--- config.mk ---
export PLATFORM = sky130hd
export DESIGN_NAME = sdram_cmd_decoder
export DESIGN_NICKNAME = d
export VERILOG_FILES = /design/src/rtl/sdc_pkg.sv /design/src/rtl/sdc_pin_decode.sv /design/src/rtl/sdc_mode_regs.sv /design/src/rtl/sdc_bank_track.sv /design/src/rtl/sdram_cmd_decoder.sv
export SDC_FILE = /design/constraint.sdc
export NUM_CORES = 1
export LEC_CHECK = 0
export BUFFER_PORTS_ARGS = -buffer_cell sky130_fd_sc_hd__buf_2
export CELL_PAD_IN_SITES_DETAIL_PLACEMENT = 2
export CELL_PAD_IN_SITES_GLOBAL_PLACEMENT = 2
export CORE_ASPECT_RATIO = 1.4
export CORE_MARGIN = 3
export CORE_UTILIZATION = 33
export CTS_CLUSTER_SIZE = 8
export DETAILED_ROUTE_END_ITERATION = 8
export GPL_TIMING_DRIVEN = 0
export HOLD_SLACK_MARGIN = 0.12
export PLACE_DENSITY = 0.84
export SLEW_MARGIN = 10
export SYNTH_ARGS = -nofsm -noshare
export SYNTH_HDL_FRONTEND = slang
export SYNTH_HIERARCHICAL = 1
export SYNTH_SLANG_ARGS = --single-unit
--- constraint.sdc ---
create_clock -name clk -period 5.35 [get_ports clk]
set_clock_uncertainty 0.2 [all_clocks]
set_input_delay 1.07 -clock clk [delete_from_list [all_inputs] [get_ports clk]]
set_output_delay 1.07 -clock clk [all_outputs]
set_load 0.01 [all_outputs]
--- src/rtl/sdc_pkg.sv ---
package sdc_pkg;
   localparam int CMD_N = 9;
   localparam logic [3:0] C_NOP  = 4'd0;
   localparam logic [3:0] C_MRS  = 4'd1;
   localparam logic [3:0] C_AREF = 4'd2;
   localparam logic [3:0] C_SREF = 4'd3;
   localparam logic [3:0] C_ACT  = 4'd4;
   localparam logic [3:0] C_RD   = 4'd5;
   localparam logic [3:0] C_WR   = 4'd6;
   localparam logic [3:0] C_BST  = 4'd7;
   localparam logic [3:0] C_PRE  = 4'd8;

   typedef enum logic [2:0] {
      RAW_NOP, RAW_MRS, RAW_REF, RAW_ACT, RAW_RD, RAW_WR, RAW_BST, RAW_PRE
   } raw_cmd_e;

   function automatic int unsigned burst_beats(input logic [2:0] code, input int unsigned page);
      case (code)
         3'b000:  return 1;
         3'b001:  return 2;
         3'b010:  return 4;
         3'b011:  return 8;
         3'b111:  return page;
         default: return 1;
      endcase
   endfunction
endpackage

--- src/rtl/sdc_pin_decode.sv ---
module sdc_pin_decode
   import sdc_pkg::*;
(
   input  logic     cs_n,
   input  logic     ras_n,
   input  logic     cas_n,
   input  logic     we_n,
   output raw_cmd_e raw_o
);
   always_comb begin
      if (cs_n) begin
         raw_o = RAW_NOP;
      end else begin
         case ({ras_n, cas_n, we_n})
            3'b000:  raw_o = RAW_MRS;
            3'b001:  raw_o = RAW_REF;
            3'b011:  raw_o = RAW_ACT;
            3'b101:  raw_o = RAW_RD;
            3'b100:  raw_o = RAW_WR;
            3'b110:  raw_o = RAW_BST;
            3'b010:  raw_o = RAW_PRE;
            default: raw_o = RAW_NOP;
         endcase
      end
   end
endmodule

--- src/rtl/sdc_mode_regs.sv ---
module sdc_mode_regs #(
   parameter bit EXT_MR_EN = 1'b1
) (
   input  logic       clk,
   input  logic       rst_n,
   input  logic       wr_main,
   input  logic       wr_ext,
   input  logic [9:0] key,
   output logic [2:0] burst_len,
   output logic       burst_type,
   output logic [2:0] cas_lat,
   output logic       single_write,
   output logic [2:0] pasr,
   output logic [1:0] drive
);
   logic unused_key;
   assign unused_key = ^key[8:7];

   always_ff @(posedge clk) begin
      if (!rst_n) begin
         burst_len    <= '0;
         burst_type   <= 1'b0;
         cas_lat      <= '0;
         single_write <= 1'b0;
      end else if (wr_main) begin
         burst_len    <= key[2:0];
         burst_type   <= key[3];
         cas_lat      <= key[6:4];
         single_write <= key[9];
      end
   end

   generate
      if (EXT_MR_EN) begin : g_ext
         always_ff @(posedge clk) begin
            if (!rst_n) begin
               pasr  <= '0;
               drive <= '0;
            end else if (wr_ext) begin
               pasr  <= key[2:0];
               drive <= key[6:5];
            end
         end

         ext_hold_chk: assert property (@(posedge clk) disable iff (!rst_n)
            !wr_ext |=> ($stable(pasr) && $stable(drive)));
      end else begin : g_noext
         logic unused_wr_ext;
         assign unused_wr_ext = wr_ext;
         assign pasr  = '0;
         assign drive = '0;
      end
   endgenerate
endmodule

--- src/rtl/sdc_bank_track.sv ---
module sdc_bank_track
   import sdc_pkg::*;
#(
   parameter int BANK_W  = 2,
   parameter int MRD_CYC = 2,
   parameter int CNT_W   = 10
) (
   input  logic              clk,
   input  logic              rst_n,
   input  logic [3:0]        cmd_id,
   input  logic [BANK_W-1:0] bank,
   input  logic              a10,
   input  logic [CNT_W-1:0]  beats_m1,
   output logic              ok_o
);
   localparam int NBANK = 1 << BANK_W;
   localparam int MRD_W = $clog2(MRD_CYC + 1);

   logic [NBANK-1:0] open_q;
   logic [CNT_W-1:0] ap_cnt;
   logic [MRD_W-1:0] mrd_cnt;
   logic             acc;
   logic             rdwr;

   assign rdwr = (cmd_id == C_RD) || (cmd_id == C_WR);

   always_comb begin
      ok_o = 1'b1;
      if (cmd_id != C_NOP && mrd_cnt != '0) ok_o = 1'b0;
      case (cmd_id)
         C_MRS:         if (|open_q || bank[0]) ok_o = 1'b0;
         C_AREF, C_SREF: if (|open_q) ok_o = 1'b0;
         C_ACT:         if (open_q[bank]) ok_o = 1'b0;
         C_RD, C_WR:    if (!open_q[bank] || ap_cnt != '0) ok_o = 1'b0;
         default: ;
      endcase
   end

   assign acc = ok_o && (cmd_id != C_NOP);

   generate
      for (genvar b = 0; b < NBANK; b++) begin : g_bank
         always_ff @(posedge clk) begin
            if (!rst_n) begin
               open_q[b] <= 1'b0;
            end else if (acc) begin
               if (cmd_id == C_ACT && bank == BANK_W'(b))
                  open_q[b] <= 1'b1;
               else if (cmd_id == C_PRE && (a10 || bank == BANK_W'(b)))
                  open_q[b] <= 1'b0;
               else if (rdwr && a10 && bank == BANK_W'(b))
                  open_q[b] <= 1'b0;
            end
         end
      end
   endgenerate

   always_ff @(posedge clk) begin
      if (!rst_n) begin
         ap_cnt  <= '0;
         mrd_cnt <= '0;
      end else begin
         if (ap_cnt != '0) ap_cnt <= ap_cnt - 1'b1;
         if (mrd_cnt != '0) mrd_cnt <= mrd_cnt - 1'b1;
         if (acc && rdwr && a10) ap_cnt <= beats_m1;
         if (acc && cmd_id == C_BST) ap_cnt <= '0;
         if (acc && cmd_id == C_MRS) mrd_cnt <= MRD_W'(MRD_CYC - 1);
      end
   end


   mrd_gap_chk: assert property (@(posedge clk) disable iff (!rst_n)
      (acc && cmd_id == C_MRS && MRD_CYC > 1) |=> !acc);

   refresh_idle_chk: assert property (@(posedge clk) disable iff (!rst_n)
      (acc && (cmd_id == C_AREF || cmd_id == C_SREF || cmd_id == C_MRS)) |-> (open_q == '0));

   ap_lock_chk: assert property (@(posedge clk) disable iff (!rst_n)
      (acc && rdwr && a10) |=> (ap_cnt == $past(beats_m1)));
endmodule

--- src/rtl/sdram_cmd_decoder.sv ---
module sdram_cmd_decoder
   import sdc_pkg::*;
#(
   parameter int ADDR_W    = 13,
   parameter int BANK_W    = 2,
   parameter int PAGE_COLS = 1024,
   parameter int MRD_CYC   = 2,
   parameter bit EXT_MR_EN = 1'b1
) (
   input  logic              clk,
   input  logic              rst_n,
   input  logic              cke,
   input  logic              cs_n,
   input  logic              ras_n,
   input  logic              cas_n,
   input  logic              we_n,
   input  logic [BANK_W-1:0] bank,
   input  logic [ADDR_W-1:0] addr,
   output logic [CMD_N-1:0]  cmd_vec,
   output logic              illegal,
   output logic [2:0]        mr_burst_len,
   output logic              mr_burst_type,
   output logic [2:0]        mr_cas_lat,
   output logic              mr_single_write,
   output logic [2:0]        emr_pasr,
   output logic [1:0]        emr_drive
);
   localparam int CNT_W = $clog2(PAGE_COLS);

   generate
      if (ADDR_W < 11) begin : g_bad_addr
         $error("ADDR_W must be at least 11");
      end
      if (BANK_W != 2) begin : g_bad_bank
         $error("BANK_W must be 2");
      end
      if (MRD_CYC < 1 || PAGE_COLS < 8) begin : g_bad_timing
         $error("MRD_CYC >= 1 and PAGE_COLS >= 8 required");
      end
      if (ADDR_W > 11) begin : g_hi_addr
         logic unused_hi;
         assign unused_hi = ^addr[ADDR_W-1:11];
      end
   endgenerate

   raw_cmd_e         raw;
   logic             cke_q;
   logic [3:0]       cmd_id;
   logic             ok;
   logic [CNT_W-1:0] beats_m1;
   int unsigned      beats;

   sdc_pin_decode u_dec (
      .cs_n (cs_n), .ras_n (ras_n), .cas_n (cas_n), .we_n (we_n), .raw_o (raw)
   );

   always_comb begin
      cmd_id = C_NOP;
      if (cke_q) begin
         case (raw)
            RAW_MRS: cmd_id = C_MRS;
            RAW_REF: cmd_id = cke ? C_AREF : C_SREF;
            RAW_ACT: cmd_id = C_ACT;
            RAW_RD:  cmd_id = C_RD;
            RAW_WR:  cmd_id = C_WR;
            RAW_BST: cmd_id = C_BST;
            RAW_PRE: cmd_id = C_PRE;
            default: cmd_id = C_NOP;
         endcase
      end
   end

   always_comb begin
      if (cmd_id == C_WR && mr_single_write) beats = 1;
      else beats = burst_beats(mr_burst_len, PAGE_COLS);
      beats_m1 = CNT_W'(beats - 1);
   end

   sdc_bank_track #(.BANK_W (BANK_W), .MRD_CYC (MRD_CYC), .CNT_W (CNT_W)) u_track (
      .clk (clk), .rst_n (rst_n), .cmd_id (cmd_id), .bank (bank),
      .a10 (addr[10]), .beats_m1 (beats_m1), .ok_o (ok)
   );

   sdc_mode_regs #(.EXT_MR_EN (EXT_MR_EN)) u_mr (
      .clk (clk), .rst_n (rst_n),
      .wr_main (ok && cmd_id == C_MRS && !bank[1]),
      .wr_ext  (ok && cmd_id == C_MRS && bank[1]),
      .key (addr[9:0]),
      .burst_len (mr_burst_len), .burst_type (mr_burst_type), .cas_lat (mr_cas_lat),
      .single_write (mr_single_write), .pasr (emr_pasr), .drive (emr_drive)
   );

   always_ff @(posedge clk) begin
      if (!rst_n) begin
         cke_q   <= 1'b1;
         cmd_vec <= CMD_N'(1);
         illegal <= 1'b0;
      end else begin
         cke_q   <= cke;
         cmd_vec <= ok ? (CMD_N'(1) << cmd_id) : CMD_N'(1);
         illegal <= !ok;
      end
   end


   onehot_out_chk: assert property (@(posedge clk) disable iff (!rst_n)
      $countones(cmd_vec) == 1);

   illegal_nop_chk: assert property (@(posedge clk) disable iff (!rst_n)
      illegal |-> (cmd_vec == CMD_N'(1)));
endmodule

Word-level counts from Yosys, hierarchy flattened
Cells that the tools add are included.
{"block": "word_totals", "register_bits": 40, "latch_bits": 0, "ramBits": 0, "mem_bits_ro": 0, "memories": 0}
{"block": "op_classes", "addsub": 3, "multipliers": 0, "div_mod_pow": 0, "n_lt_le_gt_ge": 1, "eq_ne": 28, "shifts": 1, "muxes": 31, "n_bitwise": 1, "n_reduce_logical": 54}
{"operator": "$mux 10", "count": 3}
{"operator": "$pmux 4 s7", "count": 1}
{"operator": "$eq 3x3->1 const B", "count": 8}
{"operator": "$logic_and 1x1->1", "count": 23}
{"operator": "$mux 1", "count": 21}
{"operator": "$pmux 3 s7", "count": 1}
{"operator": "$sub 10x1->10 const B", "count": 2}
{"operator": "$eq 3x2->1 const B", "count": 6}
{"operator": "$eq 4x3->1 const B", "count": 4}
{"operator": "$pmux 4 s4", "count": 1}
{"operator": "$reduce_bool 3->1", "count": 4}
{"operator": "$reduce_and 2->1", "count": 5}
{"operator": "$reduce_bool 10->1", "count": 1}
{"operator": "$eq 3x1->1 const B", "count": 3}
{"operator": "$shl 1x4->9 const A", "count": 1}
{"operator": "$eq 4x2->1 const B", "count": 2}
{"operator": "$reduce_or 2->1", "count": 4}
{"operator": "$logic_or 1x1->1", "count": 7}
{"operator": "$reduce_bool 2->1", "count": 3}
{"operator": "$eq 2x2->1 const B", "count": 2}
{"operator": "$eq 4x1->1 const B", "count": 1}
{"operator": "$eq 4x4->1 const B", "count": 1}
{"operator": "$mux 4", "count": 1}
{"operator": "$pmux 1 s4", "count": 1}
{"operator": "11 further kinds", "count": 13}

Depth between registers and ports, before layout
Gate-level depths: netlist (run 1).
{"block": "depth", "word_depth": 15, "ltp_mapped": 17, "depth_no_buf": 14}

By module
The synthesis (run 1) kept the hierarchy.
{"module": "sdc_bank_track", "instances": 1, "cells_per_inst": 144, "area_per_inst_um2": 1249.9}
{"module": "sdram_cmd_decoder", "instances": 1, "cells_per_inst": 65, "area_per_inst_um2": 576.8}
{"module": "sdc_mode_regs", "instances": 1, "cells_per_inst": 42, "area_per_inst_um2": 495.5}
{"module": "sdc_pin_decode", "instances": 1, "cells_per_inst": 6, "area_per_inst_um2": 36.3}

Worst setup path before layout (run 1)
Ideal clock, no wire load.
{"block": "synth_timing", "kind": "input to register", "from": "in we_n", "to": "reg u_mr.burst_len[0]", "setup_time_ns": 0.116, "arrival_time_ns": 3.786, "setup_slack_ns": 1.248, "path_stages": 16, "path_buffers": 2, "cell_sequence": "nor2b_1 a211oi_1 buf_2 nand2_1 xnor2_1 and2_1 nor4bb_1 nand4_1 mux2i_1 o31ai_1 o31ai_1 and4_1 nor2b_1 buf_6 mux2i_1 nor2b_1"}
{"block": "synth_via", "elab_chain_len": 13}
{"item": "from (decl)", "line": "sdram_cmd_decoder.sv:16", "text": "input logic we_n,"}
{"item": "$eq 3x2->1 (tied with other cells)", "line": "sdc_pin_decode.sv:14", "text": "case ({ras_n, cas_n, we_n})"}
{"item": "$pmux 3 s7 *", "line": "sdc_pin_decode.sv:14"}
{"item": "$mux 3 *", "line": "sdc_pin_decode.sv:11", "text": "if (cs_n) begin"}
{"item": "net raw[0]", "line": "sdram_cmd_decoder.sv:46", "text": "raw_cmd_e raw;"}
{"item": "$eq 3x3->1 (tied with other cells)", "line": "sdram_cmd_decoder.sv:60", "text": "case (raw)"}
{"item": "$pmux 4 s7 *", "line": "sdram_cmd_decoder.sv:60"}
{"item": "$mux 4 *", "line": "sdram_cmd_decoder.sv:59", "text": "if (cke_q) begin"}
{"item": "net cmd_id[2]", "line": "sdram_cmd_decoder.sv:48", "text": "logic [3:0] cmd_id;"}
{"item": "$reduce_bool 4->1", "line": "sdc_bank_track.sv:29", "text": "if (cmd_id != C_NOP && mrd_cnt != '0) ok_o = 1'b0;"}
{"item": "$logic_and 1x1->1", "line": "sdc_bank_track.sv:29"}
{"item": "$mux 1", "line": "sdc_bank_track.sv:29"}
{"item": "$mux 1, on equally long branches"}
{"item": "$pmux 1 s4 *", "line": "sdc_bank_track.sv:30", "text": "case (cmd_id)"}
{"item": "net ok", "line": "sdram_cmd_decoder.sv:49", "text": "logic ok;"}
{"item": "$logic_and 1x1->1 * (2 in series)", "line": "sdram_cmd_decoder.sv:86", "text": ".wr_main (ok && cmd_id == C_MRS && !bank[1]),"}
{"item": "to (signal assigned)", "line": "sdc_mode_regs.sv:26", "text": "burst_len <= key[2:0];"}
{"item": "to (decl)", "line": "sdc_mode_regs.sv:9", "text": "output logic [2:0] burst_len,"}
The timed path passes the listed nets; every way through them passes the cells marked *.
A chain may end at the register's enable or synchronous reset.

Final worst setup path (run 1)
{"block": "layout_timing", "from": "in we_n", "to": "reg u_mr.cas_lat[0]"}
{"block": "layout_via", "elab_chain_len": 13}
{"item": "$eq 3x2->1 (tied with other cells)", "line": "sdc_pin_decode.sv:14"}
{"item": "$pmux 3 s7 *", "line": "sdc_pin_decode.sv:14"}
{"item": "$mux 3 *", "line": "sdc_pin_decode.sv:11"}
{"item": "net raw[0]", "line": "sdram_cmd_decoder.sv:46"}
{"item": "$eq 3x3->1 (tied with other cells)", "line": "sdram_cmd_decoder.sv:60"}
{"item": "$pmux 4 s7 *", "line": "sdram_cmd_decoder.sv:60"}
{"item": "$mux 4 *", "line": "sdram_cmd_decoder.sv:59"}
{"item": "net cmd_id[2]", "line": "sdram_cmd_decoder.sv:48"}
{"item": "$reduce_bool 4->1", "line": "sdc_bank_track.sv:29"}
{"item": "$logic_and 1x1->1", "line": "sdc_bank_track.sv:29"}
{"item": "$mux 1", "line": "sdc_bank_track.sv:29"}
{"item": "$mux 1, on equally long branches"}
{"item": "$pmux 1 s4 *", "line": "sdc_bank_track.sv:30"}
{"item": "net ok", "line": "sdram_cmd_decoder.sv:49"}
{"item": "$logic_and 1x1->1 * (2 in series)", "line": "sdram_cmd_decoder.sv:86"}
{"item": "to (signal assigned)", "line": "sdc_mode_regs.sv:28", "text": "cas_lat <= key[6:4];"}
{"item": "to (decl)", "line": "sdc_mode_regs.sv:11", "text": "output logic [2:0] cas_lat,"}
Marks and branches as above.

==> impl_metrics.csv, run 1 <==
group,metric,value,unit
timing,relSlewSlack,48.16,%
synth,ys_types,51,
global_route,grt.overflow.total,0,
synth,synthesis.nets,284,
setup_path,endpoint,"u_mr/cas_lat[0]",
clocking,cts-htree-levels,2,
power,clkPwrFrac,23.0,%
final_layout,antenna_cells,0,
timing,maxSlewViolCount,0,
final_layout,area_delta_synth_final,17.93,%
setup_path,critPathSlowestCell,"nor4bb_1",
route,initialDrtViolationCount,94,
floorplan,rows,35,
synth,synthMostInstantiatedCell,"dfxtp_1",
synth,netlist.area_leader.share,33.95,%
power,power,1.073,mW
placement,place.gp.congestion,0.7967,
setup_path,crit_family,"simple AND/OR/NAND/NOR gates",
setup_path,path_cells,"buf_2 > nor2b_1 > a211oi_1 > buf_2 > nand2_1 > xnor2_1 > and2_1 > nor4bb_1 > nand4_1 > mux2i_1 > o31ai_1 > o31ai_1 > and4_1 > nor2b_1 > buf_6 > mux2i_1 > nor2b_1",
floorplan,fp.dieW,77.45,um
power,p_int,675.7,uW
setup_path,crit_arrival,4650,ps
status,outcome,"finished, final reports clean",
placement,io_buffers,40,
final_layout,filler_cell_count,781,
synth,syn_inst,257,
setup_path,crit_start,"we_n",
clocking,cts_buffer_depth,2,
flow_run,drv_cap,0,
timing,fin_ws,692.0,ps
clocking,post-cts-setup-buffers,0,
timing,post-route-min-period,4658,ps
global_route,grt_pass1_vias,2308,
synth,async_flop_share,0,%
route,drtPass1Iterations,4,
timing,hold_viol_final,0,
clocking,clock_latency,290,ps
synth,synth_area_leaders,"dfxtp_1 (34%), mux2i_1 (6.4%), o2bb2ai_2 (6.4%), nor2b_1 (5.0%), nand2_1 (4.1%)",
clocking,cts_buffers,5,
power,ir_worst_vdd,127.7,uV
timing,min_period_over_period,87.07,%
synth,ys_ff_latch,40,
synth,ys_top_cells_by_count,"dfxtp_1 (40), nand2_1 (26), nor2_1 (21)",
setup_path,rrSetupSlack,1980,ps
placement,dp_slack,463.3,ps
power,swShare,37.04,%
route,via_count,2038,
final_layout,fin_nets,331,
timing,rsz0062_at_grt,"no",
floorplan,dieArea,8212,sq um
floorplan,die_h,106.0,um
floorplan,boundaryPins,45,
floorplan,initial_core_util,34.97,%
timing,setup_viol,0,
power,power_density,385.9,nW/um^2
power,leakagePower,1.127,nW
route,wl,6459,um
synth,synth_area_leader_cell,"dfxtp_1",
setup_path,cp.depth,17,
placement,dp_cells,389,
setup_path,required,5340,ps
timing,whs,324.7,ps
setup_path,r2r-end,"u_mr/cas_lat[0]",
route,wl_per_cell,16.27,um
route,drtAntennaViolNets,0,
route,route.detailed.drc,0,
synth,synth_area,2359,sq um
setup_path,reg2reg_depth,11,
clocking,cts_root_buffer,"clkbuf_8",
clocking,hold_buffers,0,
synth,synth-seq-area-share,33.95,%
hold_path,hold_path.class,"reg2reg",
setup_path,path_common_cell,"nor2b_1",
power,seqPwrFrac,36.0,%
clocking,cts_tree,"yes",
setup_path,worst-setup-path-type,"in2reg",
power,power_switching,397.5,uW
placement,post-dp-hpwl,4922,um
global_route,grt_max_degree,13,
synth,synth_edf_count,0,
timing,setup_tns,0,ps
global_route,gr-usage-all-layers,16.85,%
setup_path,path_buf_inv,3,
synth,synth_warnings,6,
clocking,cts_sinks,40,
setup_path,r2r-start,"cke_q",
setup_path,cp_max_fo,10,
final_layout,layout.cells.non_filler,397,
clocking,clk_pin_slew,80,ps
synth,synth_ff_type,"dfxtp_1",
setup_path,start_kind,"input port",
global_route,antenna_found_initial,0,
synth,syn_area_per_cell,9.177,sq um
global_route,grt_pass1_wl,11350,um
floorplan,coreArea,6744,sq um
timing,max_clock_freq,214.7,MHz
timing,tightest_slew,771.0,ps
setup_path,cp-end-kind,"flip-flop",
setup_path,cpPeakStageDelay,430,ps
route,viasPerCell,5.134,
final_layout,drive_above_1_share,25.57,%
power,p_comb_share,41.1,%
clocking,ctsResizeCount,0,
placed cells by master, fill, tap and decap left out, drive strengths merged, types with 4 or more instances in the layout:
cell,Yosys,routed
and2,5,5
ha,5,5
nand2b,4,4
o21a,4,4
clkbuf,2,8
buf,11,51
inv,9,9
dfxtp,40,40
nor2b,19,19
o2bb2ai,10,10
mux2i,15,15
nand3,13,13
o221a,4,4
o21ai,4,4
xnor2,7,7
nand4,4,4
nor2,21,21
nand2,26,26
nor3,6,6
a211oi,5,5
worst min-delay path by stage:
stage	from	endpoint	slack, ps	depth (start not counted)
after floorplan	cke_q	cmd_vec[0]	230	1
after global placement	u_mr/pasr[1]	u_mr/pasr[1]	290	2
after detailed placement	u_mr/cas_lat[2]	u_mr/cas_lat[2]	310	2
after CTS	u_mr/cas_lat[2]	u_mr/cas_lat[2]	330	2
after global routing	u_mr/burst_type	u_mr/burst_type	350	2
final	u_mr/drive[0]	u_mr/drive[0]	320	2
metal layers:
layer  share of wire [%]  up-vias  wire (um)  global-route usage (%)
li1                    -     1006          -                       -
met1                  43      994       2762                   19.53
met2                  54       32       3470                   32.08
met3                 2.4        6        156                   1.949
met4                 1.1        0         70                   4.580
met5                   0        -          0                       0
cell type report:
| class | count | area (sq um) | area share (%) |
|---|---|---|---|
| Timing Repair Buffer | 40 | 200.2 | 7.197 |
| Tap cell | 92 | 115.1 | 4.139 |
| Clock inverter | 2 | 35.03 | 1.260 |
| Inverter | 9 | 33.78 | 1.215 |
| Sequential cell | 40 | 800.8 | 28.79 |
| Buffer | 13 | 95.09 | 3.419 |
| Clock buffer | 6 | 72.57 | 2.609 |
| Multi-Input combinational cell | 195 | 1429 | 51.37 |
sequential cells by signal, indices dropped and copies added, names as in the netlist, 2 cells and up:
signal           cells
cmd_vec              9
u_mr/burst_len       3
u_mr/cas_lat         3
u_mr/drive           2
u_mr/pasr            3
u_track/ap_cnt      10
u_track/mrd_cnt      2
u_track/open_q       4
logic make-up (layout without fill, tap and decap cells):
| group | Yosys count | in the layout | synth area share, % |
|---|---|---|---|
| xor gates and xnor gates | 10 | 10 | 3.714 |
| AOI/OAI and AO/OA | 39 | 39 | 16.87 |
| buffers and inverters | 22 | 70 | 5.464 |
| DFF | 40 | 40 | 33.95 |
| adders and majority gates | 5 | 5 | 2.653 |
| and+or+nand+nor | 123 | 123 | 29.07 |
| muxes | 18 | 18 | 8.276 |
through the flow:
stage / area [sq um] / utilization, %
global route: 2781 / 41.24
finish: 2781 / 41.24
detailed placement: 2674 / 39.65
CTS: 2781 / 41.24
global placement: 2674 / 39.65
floorplan: 2359 / -
tightest hold or removal path: stages (launching register included):
cell     delay (ps)
dfxtp_1         330
mux2i_1          70
nor2b_1          90
power groups by stage:
stage | Sequential (mW) | Combinational, mW | Clock, mW
after floorplan | 0.386 | 0.335 | 0
after global placement | 0.388 | 0.416 | 0
after detailed placement | 0.393 | 0.439 | 0
after CTS | 0.387 | 0.450 | 0.258
after global routing | 0.395 | 0.501 | 0.267
final | 0.386 | 0.441 | 0.246
Power figures use the tool's default switching activity.
==> run 2, diff against run 1 <==
--- a/config.mk
+++ b/config.mk
@@ -9,7 +9,6 @@
 export CELL_PAD_IN_SITES_DETAIL_PLACEMENT = 2
 export CELL_PAD_IN_SITES_GLOBAL_PLACEMENT = 2
 export CORE_ASPECT_RATIO = 1.4
-export CORE_MARGIN = 3
 export CORE_UTILIZATION = 33
 export CTS_CLUSTER_SIZE = 8
 export DETAILED_ROUTE_END_ITERATION = 8
==> impl_metrics.csv, run 2 (synthesized netlist as in run 1, its figures left out) <==
group,metric,value,unit
timing,max_clock_freq,217.2,MHz
route,viasPerCell,5.130,
timing,rsz0062_at_grt,"no",
final_layout,fin_nets,331,
clocking,post-cts-setup-buffers,0,
clocking,cts_sinks,40,
hold_path,hold_path.class,"reg2reg",
setup_path,critPathSlowestCell,"nor4bb_1",
final_layout,final_cell_mix,"buf_2 (44), dfxtp_1 (40), nand2_1 (26), nor2_1 (21), nor2b_1 (19)",
power,seqPwrFrac,37.5,%
route,wl_per_cell,15.10,um
placement,io_buffers,40,
global_route,grt.overflow.total,0,
power,power_density,370.3,nW/um^2
final_layout,layout.cells.non_filler,400,
timing,tightest_slew,705.1,ps
power,swShare,38.48,%
global_route,grt_max_degree,15,
route,wl,6041,um
route,drtAntennaViolNets,0,
timing,setup_tns,0,ps
clocking,ctsResizeCount,0,
final_layout,final_common_cell,"buf_2",
final_layout,largest_reg_flops,10,
clocking,hold_buffers,0,
floorplan,initial_core_util,34.00,%
floorplan,dieArea,7494,sq um
global_route,grt_pass1_vias,2217,
setup_path,cp_max_fo,10,
setup_path,start_kind,"input port",
setup_path,path_common_cell,"nor2b_1",
placement,placed_area,2678,sq um
final_layout,drive_above_1_share,25.90,%
final_layout,antenna_cells,0,
timing,min_period_over_period,86.04,%
clocking,cts_tree,"yes",
route,initialDrtViolationCount,49,
timing,maxSlewViolCount,0,
clocking,cts_root_buffer,"clkbuf_8",
power,leakagePower,1.116,nW
route,dr_wl_met3,168,um
setup_path,crit_arrival,4600,ps
floorplan,die_h,102.0,um
route,drtPass1Iterations,2,
power,clkPwrFrac,20.4,%
final_layout,regMostFlops,"u_track/ap_cnt",
timing,hold_viol_final,0,
clocking,cts_buffer_depth,2,
timing,setup_viol,0,
final_layout,area_delta_synth_final,17.35,%
timing,post-route-min-period,4603,ps
setup_path,required,5350,ps
flow_run,drv_cap,0,
placement,post-dp-hpwl,4840,um
clocking,cts_buffers,5,
route,routed-wl-met2,3434,um
global_route,gr-usage-all-layers,17.93,%
timing,relSlewSlack,52.57,%
global_route,antenna_found_initial,0,
final_layout,top_regs,"u_track/ap_cnt (10), cmd_vec (9), u_track/open_q (4)",
global_route,grt_pass1_wl,10450,um
setup_path,path_cells,"buf_2 > nor2b_1 > a211oi_1 > buf_2 > nand2_1 > xnor2_1 > and2_1 > nor4bb_1 > nand4_1 > mux2i_1 > o31ai_1 > o31ai_1 > and4_1 > nor2b_1 > buf_6 > mux2i_1 > nor2b_1",
placement,place.gp.congestion,0.7554,
clocking,clk_pin_slew,90,ps
power,p_int,630.5,uW
placement,dp_cells,392,
status,outcome,"finished, final reports clean",
setup_path,cpPeakStageDelay,450,ps
power,ir_worst_vdd,164.6,uV
floorplan,rows,36,
floorplan,boundaryPins,45,
power,power_switching,394.4,uW
route,route.detailed.drc,0,
timing,whs,309.2,ps
clocking,clock_latency,300,ps
setup_path,cp-end-kind,"flip-flop",
power,p_comb_share,42.1,%
route,top_layer_used,"met4",
floorplan,coreArea,6937,sq um
clocking,cts-htree-levels,2,
floorplan,fp.dieW,73.45,um
route,via_count,2052,
setup_path,worst-setup-path-type,"in2reg",
route,routedLengthMet1,2330,um
final_layout,stdcell_area,2768,sq um
[run 2: worst max-delay path, delay by kind of cell]
family | cells | cell delay (ps)
AND/OR/NAND/NOR | 8 | 1680
AO/OA/AOI/OAI | 3 | 620
buffers and inverters | 3 | 550
multiplexers | 2 | 550
XOR/XNOR | 1 | 120
[run 2: path summary, 6_finish.rpt]
kind                            depth (start not counted)                end  slack, ps  startpoint
worst max-delay path                                   17  u_mr/burst_len[2]        750        we_n
worst min register to register                          1         cmd_vec[0]        310       cke_q
worst max register to register                         11  u_mr/burst_len[2]       2020       cke_q
worst min-delay path                                    1         cmd_vec[0]        310       cke_q
[run 2: per-stage QoR]
step / power [mW] / util, % / setup WS (ps)
global placement: 0.8042 / 38.60 / 487.3
global route: 1.105 / 39.90 / 332.4
finish: 1.025 / 39.90 / 746.8
floorplan: 0.7202 / - / 1248
detailed placement: 0.8316 / 38.60 / 440.4
CTS: 1.049 / 39.90 / 743.6
[run 2: layer usage]
layer / track usage [%] / up-vias
li1: - / 1004
met1: 18.59 / 1009
met2: 35.29 / 30
met3: 2.959 / 9
met4: 6.213 / 0
met5: 0 / -
[run 2: power by group through the flow]
| stage | Combinational [mW] | Sequential [mW] | Clock (mW) |
|---|---|---|---|
| final | 0.431 | 0.384 | 0.209 |
| after global routing | 0.487 | 0.392 | 0.226 |
| after CTS | 0.444 | 0.385 | 0.219 |
| after detailed placement | 0.439 | 0.392 | 0 |
| after global placement | 0.416 | 0.389 | 0 |
| after floorplan | 0.335 | 0.386 | 0 |
[run 2: area by class of cell]
type | instances | area, sq um
inverters | 9 | 33.78
plain buffers | 13 | 95.09
repair buffers | 40 | 200.2
clock inverters | 3 | 21.27
clock buffers | 5 | 68.82
well taps | 95 | 118.9
multi-input cells | 195 | 1429
flip-flops and latches | 40 | 800.8
fillers | 814 | 4169
==> run 3, diff against run 2 <==
--- a/config.mk
+++ b/config.mk
@@ -15,8 +15,10 @@
 export GPL_TIMING_DRIVEN = 0
 export HOLD_SLACK_MARGIN = 0.12
 export PLACE_DENSITY = 0.84
+export REMOVE_ABC_BUFFERS = 1
 export SLEW_MARGIN = 10
 export SYNTH_ARGS = -nofsm -noshare
 export SYNTH_HDL_FRONTEND = slang
 export SYNTH_HIERARCHICAL = 1
 export SYNTH_SLANG_ARGS = --single-unit
+export TNS_END_PERCENT = 100
==> impl_metrics.csv, run 3 (synthesized netlist as in run 1, its figures left out) <==
group,metric,value,unit
setup_path,start_kind,"input port",
placement,io_buffers,40,
hold_path,hold_end,"u_mr/pasr[1]",
final_layout,seq_area,800.8,sq um
clocking,cts_buffers,5,
clocking,cts_tree,"yes",
setup_path,required,5350,ps
route,route.detailed.drc,0,
clocking,cts_sinks,40,
global_route,grt_max_degree,38,
global_route,grt_pass1_vias,2071,
setup_path,reg2reg_depth,10,
route,initialDrtViolationCount,44,
final_layout,multi_input_area,1446,sq um
floorplan,initial_core_util,34.00,%
timing,min_period_over_period,92.70,%
timing,relSlewSlack,32.61,%
route,routedLengthMet1,2548,um
flow_run,drv_cap,0,
final_layout,filler_cell_count,806,
hold_path,hold_path_depth,2,
clocking,clk_pin_slew,90,ps
power,power,1.066,mW
route,wl,6083,um
placement,place.gp.congestion,0.7492,
global_route,grt.overflow.total,0,
timing,hold_viol_final,0,
setup_path,r2r-start,"cke_q",
timing,max_clock_freq,201.6,MHz
floorplan,rows,36,
final_layout,top_regs,"u_track/ap_cnt (10), cmd_vec (9), u_track/open_q (4)",
hold_path,hold_start,"u_mr/pasr[1]",
floorplan,die_h,102.0,um
setup_path,worst-setup-path-type,"in2reg",
route,top_layer_used,"met4",
floorplan,coreArea,6937,sq um
power,power_density,392.5,nW/um^2
setup_path,crit_arrival,4960,ps
route,viasPerCell,5.238,
route,via_count,2027,
timing,post-route-min-period,4959,ps
final_layout,final_cell_mix,"dfxtp_1 (40), buf_2 (40), nand2_1 (26), nor2_1 (21), nor2b_1 (18)",
global_route,gr-usage-all-layers,17.42,%
timing,rsz0062_at_grt,"no",
floorplan,fp.dieW,73.45,um
final_layout,antenna_cells,0,
status,outcome,"finished, final reports clean",
route,routed-wl-met2,3264,um
route,drtAntennaViolNets,0,
route,wl_per_cell,15.72,um
final_layout,drive_above_1_share,25.00,%
placement,post-dp-hpwl,4495,um
clocking,cts_root_buffer,"clkbuf_8",
clocking,cts-htree-levels,2,
setup_path,cp-end-kind,"flip-flop",
clocking,cts_buffer_depth,2,
floorplan,boundaryPins,45,
timing,tightest_slew,1002,ps
setup_path,r2r-end,"u_mr/burst_len[2]",
clocking,hold_buffers,0,
timing,maxSlewViolCount,0,
global_route,antenna_found_initial,0,
setup_path,rrSetupSlack,1800,ps
power,ir_worst_vdd,143.8,uV
final_layout,largest_reg_flops,10,
clocking,clock_latency,300,ps
route,dr_wl_met3,187,um
timing,setup_viol,0,
final_layout,fin_nets,318,
setup_path,crit_start,"we_n",
setup_path,cp_max_fo,13,
final_layout,final_util,39.14,%
final_layout,area_delta_synth_final,15.12,%
floorplan,dieArea,7494,sq um
route,drtPass1Iterations,4,
hold_path,hold_path.class,"reg2reg",
power,leakagePower,1.071,nW
global_route,grt_pass1_wl,10010,um
final_layout,regMostFlops,"u_track/ap_cnt",
-- run 3: cell count changes in the layout (fill, tap and decap cells not counted), sizes merged --
| cell | previous run | this run |
|---|---|---|
| buf | 51 | 40 |
| bufinv | 0 | 1 |
| clkbuf | 7 | 5 |
| clkinv | 1 | 0 |
-- run 3: through the flow --
| step | setup WS (ps) | hold slack [ps] | instance area (sq um) | TNS, ps | instances |
|---|---|---|---|---|---|
| 5_1_grt | 36.58 | 354.7 | 2715 | 0 | 387 |
| 2_1_floorplan | 585.8 | 233.2 | 2263 | 0 | 244 |
| 6_report | 390.8 | 328.1 | 2715 | 0 | 387 |
| 3_5_place_dp | -703.0 | 309.1 | 2582 | -6200 | 379 |
| 4_1_cts | 101.3 | 333.0 | 2705 | 0 | 387 |
| 3_3_place_gp | -414.6 | 294.9 | 2582 | -3259 | 379 |
-- run 3: critical path, stage by stage --
cell      delay (ps)
buf_2            130
nor2b_1          140
a211oi_2         570
nand2b_1         170
nor2_1           130
o21a_1           400
nor4bb_1         290
nand4_1          140
mux2i_1          320
o31ai_1          130
o31ai_1          270
and4_1           350
nor2b_2          520
mux2i_1          260
nor2b_1           60
-- run 3: metal layers --
layer  vias to the layer above  track usage (%)
met4                         0            5.325
met3                         6            3.846
li1                        979                -
met1                      1011            19.50
met2                        31            32.25
met5                         -                0
-- run 3: where the power goes --
group | switching (mW) | internal [mW] | total [mW]
Sequential | 0.0382 | 0.345 | 0.383
Combinational | 0.237 | 0.188 | 0.425
Clock | 0.117 | 0.141 | 0.258
Total | 0.393 | 0.673 | 1.07
-- run 3: what timing repair did --
| item | in CTS | in global routing |
|---|---|---|
| gates resized for setup | 2 | 2 |
| setup buffers | 0 | 0 |
| gates cloned | 0 | 0 |
| endpoints found under the setup margin | 8 | 13 |
| endpoints found under the hold margin | 0 | 0 |
-- run 3: worst max-delay path by stage --
stage,to,slack [ps]
after CTS,u_mr/burst_len[1],100
after floorplan,u_mr/burst_len[0],590
after global placement,u_mr/cas_lat[0],-410
after global routing,u_mr/burst_type,40
after detailed placement,u_mr/burst_len[1],-700
final,u_mr/burst_len[2],390
-- run 3: layout make-up --
type	instances	area share, %
clock buffer	5	2.535
clock inverter	3	1.705
sequential	40	29.49
inverter	9	1.244
timing repair buffer	40	7.373
tap	95	4.378
multi-input combinational	195	53.27
